<file path="src/rtl/mib_pkg.sv">
// Shared constants and types for the management indirect bridge.
// Assumes a 16-bit management data word and 5-bit address fields.
package mib_pkg;
    localparam int unsigned DW       = 16;
    localparam int unsigned AW       = 5;
    localparam int unsigned BIT_GO   = 15;
    localparam int unsigned BIT_C22  = 12;
    localparam int unsigned OP_LSB   = 10;
    localparam int unsigned DEV_LSB  = 5;
    localparam int unsigned REG_LSB  = 0;
    localparam int unsigned IDX_CMD  = 0;
    localparam int unsigned IDX_DATA = 1;

    typedef enum logic [1:0] {
        OP_NONE = 2'd0,
        OP_WR   = 2'd1,
        OP_RD   = 2'd2,
        OP_RSV  = 2'd3
    } opcode_e;
endpackage

</file>
<file path="src/rtl/mib_bus_master.sv">
// Internal register bus master: latches one access on start and holds the
// request until acknowledge. Assumes start is only honoured while idle.
module mib_bus_master #(
    parameter int unsigned AW = 5,
    parameter int unsigned DW = 16
) (
    input  logic          clk,
    input  logic          rst_n,
    input  logic          start,
    input  logic          start_we,
    input  logic [AW-1:0] start_dev,
    input  logic [AW-1:0] start_reg,
    input  logic [DW-1:0] start_wdata,
    output logic          busy,
    output logic          fin,
    output logic          ib_req,
    output logic          ib_we,
    output logic [AW-1:0] ib_dev,
    output logic [AW-1:0] ib_reg,
    output logic [DW-1:0] ib_wdata,
    input  logic          ib_ack
);
    logic          req_q;
    logic          we_q;
    logic [AW-1:0] dev_q;
    logic [AW-1:0] reg_q;
    logic [DW-1:0] wd_q;

    // Request sequencer: capture on start, release on acknowledge.
    always_ff @(posedge clk) begin
        if (!rst_n) begin
            req_q <= 1'b0;
            we_q  <= 1'b0;
            dev_q <= '0;
            reg_q <= '0;
            wd_q  <= '0;
        end else if (start && !req_q) begin
            req_q <= 1'b1;
            we_q  <= start_we;
            dev_q <= start_dev;
            reg_q <= start_reg;
            wd_q  <= start_wdata;
        end else if (req_q && ib_ack) begin
            req_q <= 1'b0;
        end
    end

    assign busy     = req_q;
    assign fin      = req_q & ib_ack;
    assign ib_req   = req_q;
    assign ib_we    = we_q;
    assign ib_dev   = dev_q;
    assign ib_reg   = reg_q;
    assign ib_wdata = wd_q;

    assert_req_hold_R9: assert property (@(posedge clk) disable iff (!rst_n)
        (ib_req && !ib_ack) |=> (ib_req && $stable(ib_we) && $stable(ib_dev)
                                 && $stable(ib_reg) && $stable(ib_wdata)));
    assert_req_drop_R9: assert property (@(posedge clk) disable iff (!rst_n)
        (ib_req && ib_ack) |=> !ib_req);
endmodule

</file>
<file path="src/rtl/mib_cmd_file.sv">
// Command and data registers used in indirect mode. Decodes command writes,
// launches at most one internal access and tracks busy. Assumes fin only
// arrives for an access this file launched.
module mib_cmd_file
    import mib_pkg::*;
(
    input  logic          clk,
    input  logic          rst_n,
    input  logic          sel,
    input  logic          wr,
    input  logic [AW-1:0] reg_idx,
    input  logic [DW-1:0] wdata,
    input  logic          fin,
    input  logic [DW-1:0] rd_in,
    output logic          launch,
    output logic          launch_we,
    output logic [AW-1:0] launch_dev,
    output logic [AW-1:0] launch_reg,
    output logic [DW-1:0] launch_wdata,
    output logic [DW-1:0] rdata
);
    logic          busy_q;
    logic [DW-2:0] fld_q;
    logic [DW-1:0] data_q;
    opcode_e       new_op;
    opcode_e       cur_op;
    logic          cmd_hit;
    logic          data_hit;
    logic          cmd_ok;

    // Decode of the incoming write and of the stored command.
    always_comb begin
        new_op   = opcode_e'(wdata[OP_LSB +: 2]);
        cur_op   = opcode_e'(fld_q[OP_LSB +: 2]);
        cmd_hit  = sel && wr && (reg_idx == AW'(IDX_CMD)) && !busy_q;
        data_hit = sel && wr && (reg_idx == AW'(IDX_DATA)) && !busy_q;
        cmd_ok   = wdata[BIT_GO] && wdata[BIT_C22] && (new_op == OP_RD || new_op == OP_WR);
    end

    assign launch       = cmd_hit && cmd_ok;
    assign launch_we    = (new_op == OP_WR);
    assign launch_dev   = wdata[DEV_LSB +: AW];
    assign launch_reg   = wdata[REG_LSB +: AW];
    assign launch_wdata = data_q;

    // Stored command fields, updated by every accepted command write.
    always_ff @(posedge clk) begin
        if (!rst_n)       fld_q <= '0;
        else if (cmd_hit) fld_q <= wdata[DW-2:0];
    end

    // Busy flag: set by a launch, cleared at the acknowledge edge.
    always_ff @(posedge clk) begin
        if (!rst_n)      busy_q <= 1'b0;
        else if (launch) busy_q <= 1'b1;
        else if (fin)    busy_q <= 1'b0;
    end

    // Data register: software load, or read result on completion.
    always_ff @(posedge clk) begin
        if (!rst_n)                             data_q <= '0;
        else if (data_hit)                      data_q <= wdata;
        else if (fin && busy_q && cur_op == OP_RD) data_q <= rd_in;
    end

    // Read mux for the local register indices.
    always_comb begin
        if (reg_idx == AW'(IDX_CMD))       rdata = {busy_q, fld_q};
        else if (reg_idx == AW'(IDX_DATA)) rdata = data_q;
        else                               rdata = '0;
    end

    assert_busy_hold_R4: assert property (@(posedge clk) disable iff (!rst_n)
        (busy_q && !fin) |=> busy_q);
    assert_busy_clear_R4: assert property (@(posedge clk) disable iff (!rst_n)
        (busy_q && fin) |=> !busy_q);
    assert_ignore_busy_R7: assert property (@(posedge clk) disable iff (!rst_n)
        (busy_q && sel && wr && !fin) |=> ($stable(fld_q) && $stable(data_q)));
    assert_invalid_idle_R8: assert property (@(posedge clk) disable iff (!rst_n)
        (!busy_q && sel && wr && reg_idx == AW'(IDX_CMD) && !cmd_ok) |=> !busy_q);
endmodule

</file>
<file path="src/rtl/mgmt_indirect_bridge.sv">
// Top of the management bridge. Selects direct or indirect addressing from
// the strap, shares one internal bus master between both paths and returns
// a registered completion pulse. Assumes chip_addr is static while out of reset.
module mgmt_indirect_bridge
    import mib_pkg::*;
(
    input  logic          clk,
    input  logic          rst_n,
    input  logic [AW-1:0] chip_addr,
    input  logic [AW-1:0] mg_phy,
    input  logic [AW-1:0] mg_reg,
    input  logic          mg_wr,
    input  logic          mg_rd,
    input  logic [DW-1:0] mg_wdata,
    output logic          mg_done,
    output logic [DW-1:0] mg_rdata,
    output logic          ib_req,
    output logic          ib_we,
    output logic [AW-1:0] ib_dev,
    output logic [AW-1:0] ib_reg,
    output logic [DW-1:0] ib_wdata,
    input  logic          ib_ack,
    input  logic [DW-1:0] ib_rdata
);
    logic          direct;
    logic          sel_ind;
    logic          strobe;
    logic          bm_busy;
    logic          bm_fin;
    logic          d_start;
    logic          f_launch;
    logic          f_we;
    logic [AW-1:0] f_dev;
    logic [AW-1:0] f_reg;
    logic [DW-1:0] f_wdata;
    logic [DW-1:0] f_rdata;
    logic          s_start;
    logic          s_we;
    logic [AW-1:0] s_dev;
    logic [AW-1:0] s_reg;
    logic [DW-1:0] s_wdata;
    logic          own_dir_q;
    logic          dir_we_q;

    // Mode decode and start selection between the two paths.
    always_comb begin
        direct  = (chip_addr == '0);
        strobe  = mg_wr || mg_rd;
        sel_ind = !direct && (mg_phy == chip_addr);
        d_start = direct && strobe && !bm_busy;
        s_start = d_start || f_launch;
        s_we    = direct ? mg_wr    : f_we;
        s_dev   = direct ? mg_phy   : f_dev;
        s_reg   = direct ? mg_reg   : f_reg;
        s_wdata = direct ? mg_wdata : f_wdata;
    end

    mib_cmd_file u_cmd (
        .clk          (clk),
        .rst_n        (rst_n),
        .sel          (sel_ind),
        .wr           (mg_wr),
        .reg_idx      (mg_reg),
        .wdata        (mg_wdata),
        .fin          (bm_fin),
        .rd_in        (ib_rdata),
        .launch       (f_launch),
        .launch_we    (f_we),
        .launch_dev   (f_dev),
        .launch_reg   (f_reg),
        .launch_wdata (f_wdata),
        .rdata        (f_rdata)
    );

    mib_bus_master #(.AW(AW), .DW(DW)) u_bus (
        .clk         (clk),
        .rst_n       (rst_n),
        .start       (s_start),
        .start_we    (s_we),
        .start_dev   (s_dev),
        .start_reg   (s_reg),
        .start_wdata (s_wdata),
        .busy        (bm_busy),
        .fin         (bm_fin),
        .ib_req      (ib_req),
        .ib_we       (ib_we),
        .ib_dev      (ib_dev),
        .ib_reg      (ib_reg),
        .ib_wdata    (ib_wdata),
        .ib_ack      (ib_ack)
    );

    // Remember which path owns the running internal access.
    always_ff @(posedge clk) begin
        if (!rst_n) begin
            own_dir_q <= 1'b0;
            dir_we_q  <= 1'b0;
        end else if (s_start && !bm_busy) begin
            own_dir_q <= d_start;
            dir_we_q  <= mg_wr;
        end
    end

    // Registered completion pulse and read data for the management side.
    always_ff @(posedge clk) begin
        if (!rst_n) begin
            mg_done  <= 1'b0;
            mg_rdata <= '0;
        end else if (bm_fin && own_dir_q) begin
            mg_done  <= 1'b1;
            mg_rdata <= dir_we_q ? '0 : ib_rdata;
        end else if (sel_ind && strobe) begin
            mg_done  <= 1'b1;
            mg_rdata <= mg_wr ? '0 : f_rdata;
        end else begin
            mg_done  <= 1'b0;
        end
    end

    assert_foreign_silent_R2: assert property (@(posedge clk) disable iff (!rst_n)
        (!direct && strobe && mg_phy != chip_addr) |=> !mg_done);
    assert_local_done_R11: assert property (@(posedge clk) disable iff (!rst_n)
        (sel_ind && strobe) |=> mg_done);
endmodule

</file>
<file path="config.mk">
export PLATFORM = sky130hd
export DESIGN_NAME = mgmt_indirect_bridge
export DESIGN_NICKNAME = d
export VERILOG_FILES = /design/src/rtl/mib_pkg.sv /design/src/rtl/mib_bus_master.sv /design/src/rtl/mib_cmd_file.sv /design/src/rtl/mgmt_indirect_bridge.sv
export SDC_FILE = /design/constraint.sdc
export NUM_CORES = 1
export LEC_CHECK = 0
export BUFFER_PORTS_ARGS = -buffer_cell sky130_fd_sc_hd__buf_2
export CAP_MARGIN = 10
export CORE_MARGIN = 1
export CORE_UTILIZATION = 56
export CTS_BUF_LIST = sky130_fd_sc_hd__clkbuf_4 sky130_fd_sc_hd__clkbuf_8
export DETAILED_ROUTE_END_ITERATION = 6
export MAX_ROUTING_LAYER = met4
export PLACE_DENSITY = 0.92
export SLEW_MARGIN = 20
export SYNTH_ARGS = -nofsm -noshare
export SYNTH_HDL_FRONTEND = slang
export SYNTH_SLANG_ARGS = --single-unit
</file>
<file path="constraint.sdc">
create_clock -name clk -period 2.3 [get_ports clk]
set_input_delay 0.23 -clock clk [delete_from_list [all_inputs] [get_ports clk]]
set_output_delay 0.23 -clock clk [all_outputs]
set_load 0.005 [all_outputs]
</file>
==> flow_metrics.env, run 1 <==
export IMPL_wirelength_um=13600
export IMPL_post_cts_resize_count=0
export IMPL_critPathSlowestCell="or4_1"
export IMPL_rows=31
export IMPL_hold_path_class="input port to flip-flop"
export IMPL_slowest_delay_ns=0.60
export IMPL_rr_worst_depth=5
export IMPL_io_pins=97
export IMPL_synth_edff_count=0
export IMPL_cts_hold_buffers=0
export IMPL_die_y_um=90.6
export IMPL_synthToLayoutAreaGrowth_pct=18.3
export IMPL_crit_arrival_ns=2.43
export IMPL_crit_path_cell_trace="nand2b_1 -> or4_1 -> buf_12 -> nor4_1 -> o21a_1"
export IMPL_hold_viol_final=0
export IMPL_crit_reg2reg_launch="u_cmd.busy_q"
export IMPL_endpoint_kind="flip-flop"
export IMPL_ff2ff_setup_slack_ns=0.17
export IMPL_drtAntennaViolNets=0
export IMPL_routed_via_density=6.91
export IMPL_slew_headroom=0.603
export IMPL_ys_types=41
export IMPL_synth_warnings=0
export IMPL_synth_cells=509
export IMPL_synth_seq_cells=79
export IMPL_min_to="mg_rdata[6]"
export IMPL_peakVddDrop_mv=0.284
export IMPL_initial_core_util=0.593
export IMPL_dr_first_iter_drc_count=856
export IMPL_worstPathRequired_ns=2.60
export IMPL_hold_path_startpoint="ib_rdata[6]"
export IMPL_hpwl_um=9190
export IMPL_critPathLaunchType="flip-flop"
export IMPL_post_cts_buffers=0
export IMPL_final_common_cell="buf_2"
export IMPL_cts_max_level=3
export IMPL_cts_buffers=9
export IMPL_grt_overflow_total=0
export IMPL_nets=631
export IMPL_syn_nets=562
export IMPL_drtPass1Iterations=7
export IMPL_first_global_vias=4302
export IMPL_r2r_end="u_cmd.busy_q"
export IMPL_place_ws_ns=0.143
export IMPL_clock_latency_ns=0.36
export IMPL_path_clk_slew_ns=0.08
export IMPL_place_gp_congestion=0.924
export IMPL_async_flop_share=0
export IMPL_avgRoutedWirePerCell_um=20.0
export IMPL_drive_gt1_frac=0.258
export IMPL_port_buffers=96
export IMPL_fp_dieArea_mm2=0.00821
export IMPL_cts_sinks=79
export IMPL_clockBufferDepth=2
export IMPL_antenna_found_initial=0
export IMPL_power_per_cell_area_mw_per_mm2=534
export IMPL_p_leak_nw=2.09
export IMPL_crit_type="flip-flop to flip-flop"
export IMPL_worstMarginPinSlew_ns=0.591
export IMPL_remaining_drc_errors=0
export IMPL_rsz0062_at_grt="no"
export IMPL_grt_use_total=0.340
export IMPL_period_minus_slack_ns=2.13
export IMPL_max_cap_viol_count=0
export IMPL_fin_skew_ns=0.0129
export IMPL_diodes=0
export IMPL_core_mm2=0.00741
export IMPL_tritoncts="built"
export IMPL_die_w_um=90.6
export IMPL_syn_area_mm2=0.00440
export IMPL_setup_viol=0
export IMPL_num_vias=4702
export IMPL_period_share=0.925
export IMPL_slew_violations=0
export IMPL_synth_seq_area_share=0.360
export IMPL_fmax_mhz=470
export IMPL_min_delay_path_depth=3
export IMPL_cts_root_buf="clkbuf_8"
export IMPL_layout_common_cells="buf_2 (96), dfxtp_1 (79), nand2_1 (49)"
export IMPL_status="finished clean"
export IMPL_grt_pass1_wl_um=21600
export IMPL_ys_flop_type="dfxtp_1"
export IMPL_cp_max_fo=32
export IMPL_avgSynthCellArea_um2=8.64
export IMPL_fin_ws_ns=0.171
export IMPL_tns_ns=0
export IMPL_grt_max_degree=48
==> final cells by class <==
| class | count | area (µm²) |
|---|---|---|
| Clock inverter | 3 | 45.0 |
| Timing Repair Buffer | 120 | 723 |
| Clock buffer | 11 | 145 |
| Multi-Input combinational cell | 365 | 2570 |
| Inverter | 3 | 11.3 |
| Fill cell | 572 | 2210 |
| Sequential cell | 79 | 1580 |
| Tap cell | 99 | 124 |
==> logic make-up (layout without fill, tap and decap cells) <==
group / count (synthesis) / count (layout) / synth area share
XOR/XNOR: 5 / 5 / 0.00996
AO/OA/AOI/OAI: 156 / 156 / 0.263
adder cells (fa/ha/maj): 1 / 1 / 0.00285
AND/OR/NAND/NOR: 159 / 159 / 0.202
flip-flops: 79 / 79 / 0.360
multiplexers: 44 / 44 / 0.100
buffers and inverters: 65 / 137 / 0.0623
==> metrics by stage <==
| step | instances | hold slack, ns | total power, mW | util | area, µm² |
|---|---|---|---|---|---|
| floorplan | 509 | 0.380 | 1.60 | - | 4400 |
| global placement | 666 | 0.445 | 1.75 | 0.676 | 5010 |
| detailed placement | 666 | 0.450 | 1.76 | 0.676 | 5010 |
| CTS | 680 | 0.157 | 2.76 | 0.702 | 5200 |
| global route | 680 | 0.168 | 2.85 | 0.702 | 5200 |
| finish | 680 | 0.154 | 2.78 | 0.702 | 5200 |
==> synth_stat cells (all sizes together) (2+ instances only) <==
library cell | n | area [µm²]
dfxtp | 79 | 1580
clkbuf | 50 | 188
nand2 | 49 | 184
mux2i | 44 | 440
a211oi | 32 | 290
nand3 | 32 | 160
o21a | 28 | 210
o21ai | 28 | 140
nor3b | 25 | 188
nor4 | 22 | 165
a211o | 16 | 140
a21oi | 16 | 80.1
a311oi | 16 | 140
nand4 | 15 | 93.8
o31ai | 15 | 113
buf | 12 | 75.1
nor2 | 3 | 11.3
or4 | 3 | 26.3
xor2 | 3 | 26.3
and2 | 2 | 12.5
inv | 2 | 7.51
nor3 | 2 | 10.0
or3 | 2 | 12.5
xnor2 | 2 | 17.5
==> power breakdown <==
| part | internal, mW | switching (mW) | total (mW) |
|---|---|---|---|
| Sequential | 1.38 | 0.00677 | 1.39 |
| Clock | 0.532 | 0.506 | 1.04 |
| Combinational | 0.120 | 0.236 | 0.356 |
==> per-layer routing <==
layer	track usage	routed length [µm]
met1	0.414	5110
met2	0.535	6380
met3	0.0673	1460
met4	0.175	680
met5	-	0
==> worst max-delay path, delay by kind of cell (launching register included) <==
| kind | cells | cell delay [ns] |
|---|---|---|
| and+or+nand+nor | 3 | 1.30 |
| AOI/OAI and AO/OA | 1 | 0.21 |
| buffers and inverters | 1 | 0.21 |
| DFF | 1 | 0.36 |
==> worst max-delay path by stage <==
stage | startpoint | to | slack, ns | depth (start not counted)
global route | u_cmd.busy_q | u_cmd.busy_q | 0.13 | 5
global placement | chip_addr[0] | mg_done | 0.25 | 5
finish | u_cmd.busy_q | u_cmd.busy_q | 0.17 | 5
detailed placement | chip_addr[0] | mg_rdata[3] | 0.14 | 5
floorplan | u_cmd.busy_q | u_cmd.launch_wdata[0] | 0.39 | 7
CTS | u_cmd.busy_q | u_cmd.busy_q | 0.20 | 5
Power figures use the tool's default switching activity.
==> run 2, diff against run 1 <==
Clock period 2.3 ns to 2 ns, I/O delays scaled along.
==> run 2 against run 1 <==
Against the previous run:
- register-to-register slack got worse by 0.14 ns
- via count fell by 0.85%
- largest cell class unchanged
- final cell count rose by 2.1%
- critical path depth did not move
- clock power rose by 20%
- clock skew fell by 0.0019 ns
- worst hold slack got worse by 0.031 ns
- non-clock buffer count rose by 12
- maximum frequency rose by 8.3%
- highest routed layer unchanged
- combinational power rose by 17%
- first-iteration DRC count fell by 39%
==> flow_metrics.env, run 2 (synthesized netlist as in run 1, its figures left out) <==
export IMPL_wirelength_um=14000
export IMPL_tritoncts="built"
export IMPL_cts_sinks=79
export IMPL_clock_latency_ns=0.36
export IMPL_p_leak_nw=2.17
export IMPL_drtAntennaViolNets=0
export IMPL_path_clk_slew_ns=0.08
export IMPL_cts_buffers=9
export IMPL_core_mm2=0.00741
export IMPL_rsz0062_at_grt="no"
export IMPL_hold_path_class="input port to flip-flop"
export IMPL_fin_skew_ns=0.0110
export IMPL_period_minus_slack_ns=1.97
export IMPL_synthToLayoutAreaGrowth_pct=21.2
export IMPL_grt_pass1_wl_um=21900
export IMPL_dr_first_iter_drc_count=519
export IMPL_drtPass1Iterations=7
export IMPL_ff2ff_setup_slack_ns=0.03
export IMPL_crit_arrival_ns=2.24
export IMPL_fin_ws_ns=0.0341
export IMPL_dp_cells=678
export IMPL_max_cap_viol_count=0
export IMPL_cts_root_buf="clkbuf_8"
export IMPL_worstMarginPinSlew_ns=0.634
export IMPL_peakVddDrop_mv=0.350
export IMPL_power_per_cell_area_mw_per_mm2=613
export IMPL_final_cell_count_no_fill=694
export IMPL_slew_violations=0
export IMPL_die_y_um=90.6
export IMPL_first_global_vias=4415
export IMPL_fp_dieArea_mm2=0.00821
export IMPL_place_ws_ns=-0.00106
export IMPL_grt_max_degree=61
export IMPL_rr_worst_depth=5
export IMPL_place_area_mm2=0.00510
export IMPL_port_buffers=96
export IMPL_remaining_drc_errors=0
export IMPL_worstPathRequired_ns=2.27
export IMPL_post_cts_buffers=0
export IMPL_n_fill_cell=542
export IMPL_drive_gt1_frac=0.282
export IMPL_routed_via_density=6.72
export IMPL_crit_type="flip-flop to flip-flop"
export IMPL_layout_common_cells="buf_2 (96), dfxtp_1 (79), nand2_1 (49)"
export IMPL_num_vias=4662
export IMPL_hold_viol_final=0
export IMPL_grt_overflow_total=0
export IMPL_r2r_end="u_cmd.launch_wdata[4]"
export IMPL_fin_area_mm2=0.00533
export IMPL_place_gp_congestion=0.938
export IMPL_endpoint_kind="flip-flop"
export IMPL_final_util=0.719
export IMPL_nets=643
export IMPL_cts_max_level=3
export IMPL_hpwl_um=9430
export IMPL_die_w_um=90.6
export IMPL_rows=31
export IMPL_final_common_cell="buf_2"
export IMPL_initial_core_util=0.593
export IMPL_grt_use_total=0.348
export IMPL_diodes=0
export IMPL_crit_reg2reg_launch="u_cmd.busy_q"
export IMPL_critPathLaunchType="flip-flop"
export IMPL_fmax_mhz=509
export IMPL_avgRoutedWirePerCell_um=20.1
export IMPL_cts_hold_buffers=0
export IMPL_io_pins=97
export IMPL_antenna_found_initial=0
export IMPL_setup_viol=0
export IMPL_clockBufferDepth=2
export IMPL_min_to="mg_rdata[11]"
export IMPL_min_delay_path_depth=3
export IMPL_period_share=0.983
export IMPL_post_cts_resize_count=1
export IMPL_cp_max_fo=9
export IMPL_hold_path_startpoint="ib_rdata[11]"
export IMPL_status="finished clean"
export IMPL_slew_headroom=0.577
## run 2: cell count changes in the layout (fill, tap and decap cells not counted), sizes merged
| cell | change |
|---|---|
| buf | +12 |
| clkinv | +3 |
| clkinvlp | -1 |
## run 2: through the flow
step           TNS (ns)  hold WS, ns  power [mW]
2_1_floorplan         0        0.350        1.84
3_3_place_gp          0        0.445        2.02
3_5_place_dp   -0.00106        0.453        2.03
4_1_cts               0        0.123        3.23
5_1_grt               0        0.135        3.34
6_report              0        0.124        3.26
## run 2: power by group
group / total [mW] / switching (mW) / internal (mW) / leakage [nW]
Clock: 1.25 / 0.611 / 0.643 / 0.105
Combinational: 0.418 / 0.272 / 0.146 / 1.42
Sequential: 1.59 / 0.00758 / 1.58 / 0.637
Total: 3.26 / 0.891 / 2.37 / 2.17
## run 2: layout make-up
class,instances,area (µm²),share of cell area
multi-input cells,365,2590,0.486
flip-flops and latches,79,1580,0.297
repair buffers,132,813,0.153
clock buffers,11,151,0.0284
well taps,99,124,0.0232
clock inverters,5,56.3,0.0106
inverters,3,11.3,0.00211
## run 2: routing by layer
| layer | wire, µm | track usage | vias up |
|---|---|---|---|
| met5 | 0 | - | - |
| met4 | 956 | 0.238 | 0 |
| met3 | 1370 | 0.0665 | 89 |
| met2 | 6330 | 0.535 | 312 |
| met1 | 5300 | 0.410 | 2170 |
| li1 | - | - | 2091 |
## run 2: worst max-delay path: stages, from the launching register on
cell and delay (ns):
dfxtp_1 0.32, nand2b_1 0.17, or4_4 0.59, or3_1 0.35
buf_4 0.21, a211oi_2 0.23
## run 2: how the worst max path moves through the flow
| stage | startpoint | end | slack, ns | cells after the start |
|---|---|---|---|---|
| final | u_cmd.busy_q | u_cmd.launch_wdata[4] | 0.03 | 5 |
| after CTS | u_cmd.busy_q | u_cmd.launch_wdata[4] | 0.05 | 5 |
| after global routing | u_cmd.busy_q | u_cmd.launch_wdata[4] | 0.01 | 5 |
| after floorplan | u_cmd.busy_q | u_cmd.launch_wdata[0] | 0.09 | 7 |
| after detailed placement | chip_addr[0] | u_cmd.launch_wdata[12] | -0.001 | 6 |
| after global placement | chip_addr[0] | u_cmd.launch_wdata[3] | 0.07 | 6 |
==> run 3, diff against run 2 <==
Settings changed: CELL_PAD_IN_SITES_DETAIL_PLACEMENT set to 0, CELL_PAD_IN_SITES_GLOBAL_PLACEMENT set to 1, CORE_UTILIZATION 56 to 42, PLACE_DENSITY 0.92 to 0.93, RECOVER_POWER set to 50.
==> run 3 against run 2 <==
Against the previous run:
- combinational power down 5.5%
- first-iteration DRC count down 38%
- register-to-register slack better by 0.03 ns
- flip-flop and latch count unchanged
- worst setup slack better by 0.030 ns
- largest cell class unchanged
- highest routed layer unchanged
==> flow_metrics.env, run 3 (synthesized netlist as in run 1, its figures left out) <==
export IMPL_status="finished clean"
export IMPL_crit_path_cell_trace="nand2b_1 -> or4_4 -> or3_1 -> buf_4 -> a211oi_2"
export IMPL_diodes=0
export IMPL_fin_skew_ns=0.00797
export IMPL_hold_path_class="input port to flip-flop"
export IMPL_port_buffers=96
export IMPL_cts_buffers=9
export IMPL_hpwl_um=9370
export IMPL_worstPathRequired_ns=2.29
export IMPL_n_fill_cell=958
export IMPL_final_cell_count_no_fill=719
export IMPL_die_y_um=104
export IMPL_grt_use_total=0.259
export IMPL_pwr_share_comb=0.119
export IMPL_power_per_cell_area_mw_per_mm2=633
export IMPL_crit_type="flip-flop to flip-flop"
export IMPL_grt_pass1_wl_um=21700
export IMPL_hold_viol_final=0
export IMPL_cts_hold_buffers=0
export IMPL_path_clk_slew_ns=0.08
export IMPL_rsz0062_at_grt="no"
export IMPL_place_area_mm2=0.00507
export IMPL_cp_max_fo=8
export IMPL_worstMarginPinSlew_ns=0.620
export IMPL_critPathSlowestCell="or4_4"
export IMPL_dr_first_iter_drc_count=322
export IMPL_slew_violations=0
export IMPL_clock_latency_ns=0.37
export IMPL_register_area_mm2=0.00158
export IMPL_p_int_mw=2.46
export IMPL_peakVddDrop_mv=0.344
export IMPL_drtAntennaViolNets=0
export IMPL_critPathLaunchType="flip-flop"
export IMPL_cts_root_buf="clkbuf_8"
export IMPL_tns_ns=0
export IMPL_endpoint_kind="flip-flop"
export IMPL_drive_gt1_frac=0.232
export IMPL_synthToLayoutAreaGrowth_pct=19.6
export IMPL_slew_headroom=0.587
export IMPL_num_vias=4435
export IMPL_period_share=0.968
export IMPL_routed_via_density=6.17
export IMPL_p_sw_uw=868
export IMPL_tritoncts="built"
export IMPL_cts_max_level=3
export IMPL_rows=36
export IMPL_slowest_delay_ns=0.58
export IMPL_place_gp_congestion=0.905
export IMPL_crit_arrival_ns=2.22
export IMPL_first_global_vias=4271
export IMPL_multiInputGateArea_mm2=0.00257
export IMPL_fmax_mhz=517
export IMPL_setup_viol=0
export IMPL_avgRoutedWirePerCell_um=18.9
export IMPL_clockBufferDepth=2
export IMPL_initial_core_util=0.442
export IMPL_fin_ws_ns=0.0643
export IMPL_io_pins=97
export IMPL_layout_common_cells="dfxtp_1 (79), buf_2 (77), nand2_1 (49)"
export IMPL_die_w_um=104
export IMPL_sequentialPowerShare=0.479
export IMPL_max_cap_viol_count=0
export IMPL_wirelength_um=13600
export IMPL_finalPower_mw=3.33
export IMPL_remaining_drc_errors=0
export IMPL_period_minus_slack_ns=1.94
export IMPL_clockPowerShare=0.403
export IMPL_grt_overflow_total=0
export IMPL_p_leak_nw=2.03
export IMPL_p_sw_frac=0.261
export IMPL_place_ws_ns=-0.0276
export IMPL_cts_sinks=79
export IMPL_drtPass1Iterations=5
export IMPL_core_mm2=0.00995
export IMPL_nets=635
export IMPL_fin_area_mm2=0.00526
export IMPL_final_common_cell="dfxtp_1"
export IMPL_dp_cells=704
export IMPL_antenna_found_initial=0
export IMPL_grt_max_degree=58
export IMPL_fp_dieArea_mm2=0.0109
[run 3: layout make-up]
cell class              instances  area share
multi-input cells             365       0.488
clock inverters                 4      0.0133
repair buffers                124       0.136
well taps                     133      0.0317
clock buffers                  11      0.0276
inverters                       3     0.00214
flip-flops and latches         79       0.301
[run 3: metal layers]
layer / share of wire / global-route usage
met1: 0.43 / 0.312
met2: 0.47 / 0.407
met3: 0.057 / 0.0457
met4: 0.045 / 0.149
met5: 0 / -
[run 3: power groups by stage]
stage          Combinational, mW  Sequential [mW]  Clock [mW]
2_1_floorplan              0.206             1.63           0
6_report                   0.395             1.59        1.34
5_1_grt                    0.420             1.59        1.41
3_5_place_dp               0.388             1.63           0
4_1_cts                    0.390             1.59        1.35
3_3_place_gp               0.381             1.63           0
[run 3: worst paths after layout]
kind,cells after the start,start,to,slack [ns]
worst max register to register,5,u_cmd.busy_q,u_cmd.launch_wdata[2],0.06
worst min register to register,2,u_bus.ib_wdata[2],u_bus.ib_wdata[2],0.46
worst max-delay path,5,u_cmd.busy_q,u_cmd.launch_wdata[2],0.06
worst min-delay path,3,ib_rdata[1],mg_rdata[1],0.11
[run 3: critical path, delay by kind of cell (launching register included)]
family | cells | cell delay [ns]
buffers and inverters | 1 | 0.21
AOI/OAI and AO/OA | 1 | 0.20
DFF | 1 | 0.32
and+or+nand+nor | 3 | 1.13
[run 3: through the flow]
step	hold slack [ns]	utilization
3_3_place_gp	0.447	0.509
3_5_place_dp	0.449	0.509
5_1_grt	0.109	0.528
2_1_floorplan	0.350	-
4_1_cts	0.101	0.532
6_report	0.111	0.528
[run 3: repair_timing]
action                                  CTS  global route
pin swaps                                 0             0
setup buffers                             0             0
endpoints found under the setup margin    1            11
resized for setup                         1             2
gates cloned                              0             0
